$ cat src/rtl/bcd7_pkg.sv
package bcd7_pkg;
  localparam int CODE_W    = 4;
  localparam int NSEG      = 7;
  localparam int MAX_DIGIT = 9;

  typedef logic [NSEG-1:0]   seg_t;
  typedef logic [CODE_W-1:0] code_t;

  // Lit-segment mask for a decimal digit: bit 0 = a ... bit 6 = g, 1 = lit.
  function automatic seg_t digit_lit(input code_t code);
    seg_t m;
    case (code)
      4'd0:    m = 7'b0111111;
      4'd1:    m = 7'b0000110;
      4'd2:    m = 7'b1011011;
      4'd3:    m = 7'b1001111;
      4'd4:    m = 7'b1100110;
      4'd5:    m = 7'b1101101;
      4'd6:    m = 7'b1111101;
      4'd7:    m = 7'b0000111;
      4'd8:    m = 7'b1111111;
      4'd9:    m = 7'b1101111;
      default: m = '0;
    endcase
    return m;
  endfunction

  function automatic logic code_valid(input code_t code);
    return code <= code_t'(MAX_DIGIT);
  endfunction
endpackage

$ cat src/rtl/bcd7_glyph.sv
module bcd7_glyph
  import bcd7_pkg::*;
(
  input  code_t code,
  output logic  valid,
  output logic  is_zero,
  output seg_t  lit
);
  always_comb begin
    valid   = code_valid(code);
    is_zero = (code == '0);
    lit     = valid ? digit_lit(code) : '0;
  end
endmodule

$ cat src/rtl/bcd7_ctl.sv
module bcd7_ctl (
  input  logic blank_n,
  input  logic lamp_test_n,
  input  logic ripple_in_n,
  input  logic is_zero,
  output logic force_dark,
  output logic force_lit,
  output logic zero_sup
);
  always_comb begin
    force_dark = ~blank_n;
    force_lit  = blank_n & ~lamp_test_n;
    zero_sup   = blank_n & lamp_test_n & ~ripple_in_n & is_zero;
  end
endmodule

$ cat src/rtl/bcd7_out.sv
module bcd7_out
  import bcd7_pkg::*;
(
  input  seg_t lit,
  input  logic force_dark,
  input  logic force_lit,
  input  logic zero_sup,
  output seg_t seg_n
);
  logic dark_all;
  assign dark_all = force_dark | zero_sup;

  for (genvar i = 0; i < NSEG; i++) begin : g_seg
    always_comb begin
      if (dark_all)       seg_n[i] = 1'b1;
      else if (force_lit) seg_n[i] = 1'b0;
      else                seg_n[i] = ~lit[i];
    end
  end
endmodule

$ cat src/rtl/bcd7_driver.sv
module bcd7_driver
  import bcd7_pkg::*;
(
  input  logic [3:0] bcd_in,
  input  logic       lamp_test_n,
  input  logic       blank_n,
  input  logic       ripple_in_n,
  output logic [6:0] seg_n,
  output logic       ripple_out_n
);
  logic code_ok;
  logic code_zero;
  seg_t glyph_lit;
  logic force_dark;
  logic force_lit;
  logic zero_sup;

  bcd7_glyph u_glyph (
    .code    (bcd_in),
    .valid   (code_ok),
    .is_zero (code_zero),
    .lit     (glyph_lit)
  );

  bcd7_ctl u_ctl (
    .blank_n     (blank_n),
    .lamp_test_n (lamp_test_n),
    .ripple_in_n (ripple_in_n),
    .is_zero     (code_zero),
    .force_dark  (force_dark),
    .force_lit   (force_lit),
    .zero_sup    (zero_sup)
  );

  bcd7_out u_out (
    .lit        (glyph_lit),
    .force_dark (force_dark),
    .force_lit  (force_lit),
    .zero_sup   (zero_sup),
    .seg_n      (seg_n)
  );

  assign ripple_out_n = ~zero_sup;
endmodule

$ cat config.mk
export PLATFORM = sky130hd
export DESIGN_NAME = bcd7_driver
export DESIGN_NICKNAME = d
export VERILOG_FILES = /design/src/rtl/bcd7_pkg.sv /design/src/rtl/bcd7_glyph.sv /design/src/rtl/bcd7_ctl.sv /design/src/rtl/bcd7_out.sv /design/src/rtl/bcd7_driver.sv
export SDC_FILE = /design/constraint.sdc
export NUM_CORES = 1
export LEC_CHECK = 0
export BUFFER_PORTS_ARGS = -buffer_cell sky130_fd_sc_hd__buf_4
export CAP_MARGIN = 20
export CORE_AREA = 3 3 40 42
export DETAILED_ROUTE_END_ITERATION = 7
export DIE_AREA = 0 0 43 45
export GPL_ROUTABILITY_DRIVEN = 0
export GPL_TIMING_DRIVEN = 1
export PLACE_DENSITY_LB_ADDON = 0.15
export RECOVER_POWER = 50
export SLEW_MARGIN = 5
export SYNTH_ARGS = -nofsm -noshare
export SYNTH_HDL_FRONTEND = slang
export SYNTH_SLANG_ARGS = --single-unit
$ cat constraint.sdc
create_clock -name vclk -period 1.9
set_input_delay 0.38 -clock vclk [all_inputs]
set_output_delay 0.38 -clock vclk [all_outputs]
set_load 0.01 [all_outputs]
# --- After elaboration in Yosys (flattened, before gate mapping) ---
# Memory sizes are Yosys's and may differ from the RTL's.
# Index checks and enable logic that the tools add are counted.
op_classes:
  bitwise_logic: 16
  n_reduce_logical: 1
  n_lt_le_gt_ge: 1
  muxes: 15
op_table:
  columns: ["op", "count"]
  rows:
  - ["2-to-1 mux 1 bit", 14]
  - ["inverter 1 bit", 11]
  - ["2-to-1 mux 7 bit", 1]
  - ["AND 1 bit", 4]
  - ["less-or-equal comparator 4 bit, second input constant", 1]
  - ["zero test 4 bit", 1]
  - ["OR 1 bit", 1]
totals:
  in_bits: 7
  regBits: 0
  output_inout_bits: 8
  mem_bits_ro: 112
  wordCells: 34
  n_memories: 1
mem_list:
  columns: ["memory", "depth", "width", "read_ports", "rd_clocked_by_memory_dff", "write_ports", "line", "text"]
  rows:
  - ["(no name shown)", 16, 7, 1, 0, 0, "bcd7_pkg.sv:12", "case (code)"]

# --- Depth between registers and ports, before layout ---
logic_depth:
  word_depth: 5
  mapped_depth: 5
  ltp_nobuf: 5

# --- Hierarchy ---
# A second synthesis with hierarchy kept.
unflattened:
  hier_cells: 46
  area_unflattened_um2: 311.5
by_module_without_submodules:
  columns: ["module", "seq_area_each_um2", "cells_per_inst", "area_each_um2", "instances"]
  rows:
  - ["bcd7_glyph", 0.0, 34, 241.5, 1]
  - ["bcd7_out", 0.0, 8, 46.3, 1]
  - ["bcd7_ctl", 0.0, 3, 20.0, 1]
  - ["bcd7_driver", 0.0, 1, 3.8, 1]

# --- Worst setup path before layout ---
# Ideal clock, no wire load.
synth_timing:
  path_type: "in2out"
  startpoint: "input port bcd_in[1]"
  endpoint: "output port seg_n[1]"
  required_time_ps: 1520
  slack_ps: 291
  arrival_time_ps: 1229
  stages: 5
  path_buffers: 0
  path_cell_list: "inv_1 ha_1 nand2b_4 o31a_4 nand3_1"
synth_via:
  elab_chain_cells: 5
  elab_cells_between_ends: 9
  classes_between: "order compare: 1; mux: 3; bitwise: 3; reduce/logical: 1; memory: 1"
synth_rtl:
  columns: ["item", "line", "text"]
  rows:
  - ["start, declared", "bcd7_driver.sv:4", "input logic [3:0] bcd_in,"]
  - ["memory read (16 x 7 bit) / less-or-equal comparator 4 bit (equally long branches)", null, null]
  - ["2-to-1 mux 7 bit", "bcd7_glyph.sv:12", "lit = valid ? digit_lit(code) : '0;"]
  - ["inverter 1 bit", "bcd7_out.sv:17", "else seg_n[i] = ~lit[i];"]
  - ["2-to-1 mux 1 bit", "bcd7_out.sv:16", "else if (force_lit) seg_n[i] = 1'b0;"]
  - ["2-to-1 mux 1 bit *", "bcd7_out.sv:15", "if (dark_all) seg_n[i] = 1'b1;"]
  - ["end, declared", "bcd7_driver.sv:8", "output logic [6:0] seg_n,"]
# Mark *: on every way between the ends. The rest lies on a longest branch, timed or not.

# --- Worst setup path after layout ---
layout_timing:
  startpoint: "input port bcd_in[0]"
  endpoint: "output port seg_n[0]"
# The elaborated chain is that of the path after synthesis.

==> impl_metrics.env <==
export IMPL_status="complete, no violations"
export IMPL_seqPwrFrac_pct=0
export IMPL_area_growth_pct=69.1
export IMPL_intPower_mw=0.0545
export IMPL_via_count=307
export IMPL_hold_viol=0
export IMPL_ant_nets=0
export IMPL_power_switching_mw=0.0518
export IMPL_most_common_layout_cells="16 x buf_4, 7 x nand3_1, 4 x ha_1"
export IMPL_num_rows=13
export IMPL_gr_usage_met3_pct=0
export IMPL_synth_fp_nets=47
export IMPL_critPathSlowestCell="o31a_4"
export IMPL_area_sequential_um2=0
export IMPL_fin_util_pct=37.9
export IMPL_netSwitchingFraction_pct=48.8
export IMPL_whs_ns=1.03
export IMPL_cp_required_ns=1.52
export IMPL_crit_type="in -> out"
export IMPL_finalWorstSetupSlack_ns=0.0709
export IMPL_seq_cell_count=0
export IMPL_dp_cells=67
export IMPL_drive_above_1_share_pct=55.8
export IMPL_endpoint_kind="primary output"
export IMPL_period_minus_slack_ns=1.83
export IMPL_synth_area_per_cell_um2=8.46
export IMPL_ir_worst_vdd_mv=0.0737
export IMPL_whs_path_depth=3
export IMPL_seq_area_frac_synth_pct=0
export IMPL_path_max_fanout=7
export IMPL_numPortBuffers=15
export IMPL_cap_viol_max_count=0
export IMPL_grt_pass1_vias=251
export IMPL_n_antenna_cell=0
export IMPL_maxClockFrequency_mhz=547
export IMPL_cp_top_family="compound AO/OA/AOI/OAI gates"
export IMPL_power_frac_clock_pct=0
export IMPL_ios=15
export IMPL_cp_start_kind="input port"
export IMPL_drc_errors=0
export IMPL_vias_per_cell=4.58
export IMPL_first_pass_iters=2
export IMPL_use_met1_pct=9.79
export IMPL_start_util_pct=22.4
export IMPL_dpl_hpwl_um=604
export IMPL_leakage_nw=0.220
export IMPL_critPathBufInv=3
export IMPL_ys_warn_count=0
export IMPL_netlist_instances=34
export IMPL_wl_per_cell_um=10.8
export IMPL_grt_max_degree=10
export IMPL_die_height_um=45
export IMPL_nets=67
export IMPL_hp_start="blank_n"
export IMPL_place_ws_ns=0.00469
export IMPL_final_common_cell="buf_4"
export IMPL_antenna_found_initial=0
export IMPL_crit_path_max_incr_delay_ns=0.37
export IMPL_globalRouteOverflowTotal=0
export IMPL_grt_busiest_layer="met2"
export IMPL_worstMarginPinSlew_ns=0.381
export IMPL_setup_viol=0
export IMPL_instances_no_fill=67
export IMPL_max_slew_margin_pct=74.6
export IMPL_setup_tns_ns=0
export IMPL_grt_pass1_wl_mm=1.06
export IMPL_path_common_cell="buf_4"
export IMPL_power_density_mw_per_mm2=218
export IMPL_routed_wl_um=725
export IMPL_worstSetupStartpoint="bcd_in[0]"
export IMPL_fp_dieW_um=43
export IMPL_dieArea_mm2=0.00194
export IMPL_ys_types=16
export IMPL_drt_iter0_drc=3
export IMPL_hp_class="in -> out"
export IMPL_synth_area_um2=288
export IMPL_drv_slew=0
export IMPL_crit_chain="buf_4 -> inv_4 -> ha_1 -> nand2b_4 -> o31a_4 -> o211ai_2 -> buf_4"
export IMPL_grtUsageMet2_pct=12.3
export IMPL_coreArea_mm2=0.00128
export IMPL_path_depth=7
export IMPL_worst_ep_arrival_time_ns=1.45
export IMPL_grt_use_total_pct=6.80
export IMPL_p_comb_share_pct=100.0
export IMPL_final_clkbuf_count=0
export IMPL_post_route_period_util_pct=96.3
[metal layers]
layer / part of all wire [%] / wire (um)
met1: 43 / 312
met2: 49 / 355
met3: 7.9 / 57
met4: 0 / 0
met5: 0 / 0
[cells by family after synthesis]
family | synth area share [%]
and+or+nand+nor | 36.5
AOI/OAI and AO/OA | 27.4
adders and majority gates | 26.1
buffers and inverters | 6.52
muxes | 3.48
[power groups by stage]
stage	combinational [mW]	clock (mW)	sequential, mW
after detailed placement	0.0959	0	0
after global placement	0.0965	0	0
after floorplan	0.0493	0	0
final	0.106	0	0
after CTS	0.0959	0	0
after global routing	0.116	0	0
[stage by stage]
step | total power, mW | instance area (um^2)
3_5_place_dp | 0.0959 | 438
4_1_cts | 0.0959 | 438
3_3_place_gp | 0.0965 | 438
5_1_grt | 0.116 | 487
2_1_floorplan | 0.0493 | 288
6_report | 0.106 | 487
[synth_stat cells]
cell | number | area share (%)
or2b_1 | 1 | 2.6
nor2_1 | 2 | 2.6
o211ai_1 | 3 | 7.8
mux2i_1 | 1 | 3.5
o211ai_2 | 1 | 4.3
nand2b_4 | 1 | 4.8
inv_1 | 2 | 2.6
o31a_4 | 1 | 6.1
nand2b_1 | 1 | 2.2
buf_6 | 1 | 3.9
ha_1 | 6 | 26
nand3_1 | 9 | 16
o311ai_4 | 1 | 9.1
nand2_1 | 1 | 1.3
nand3b_1 | 2 | 5.2
nor2b_1 | 1 | 2.2
[worst paths after layout]
| check | end | slack, ns |
|---|---|---|
| worst min-delay path | ripple_out_n | 1.03 |
| worst max-delay path | seg_n[0] | 0.07 |
[layout make-up]
class,count,area (um^2)
Multi-Input combinational cell,31,307
Tap cell,15,18.8
Timing Repair Buffer,19,146
Fill cell,140,798
Inverter,2,15.0
[repair_timing]
item / in CTS / in global routing
buffers inserted: 0 / 0
hold buffers: 0 / 0
gates resized for setup: 0 / 14
setup endpoints to repair: 0 / 7
No activity file was read; power rests on OpenSTA's default activity.
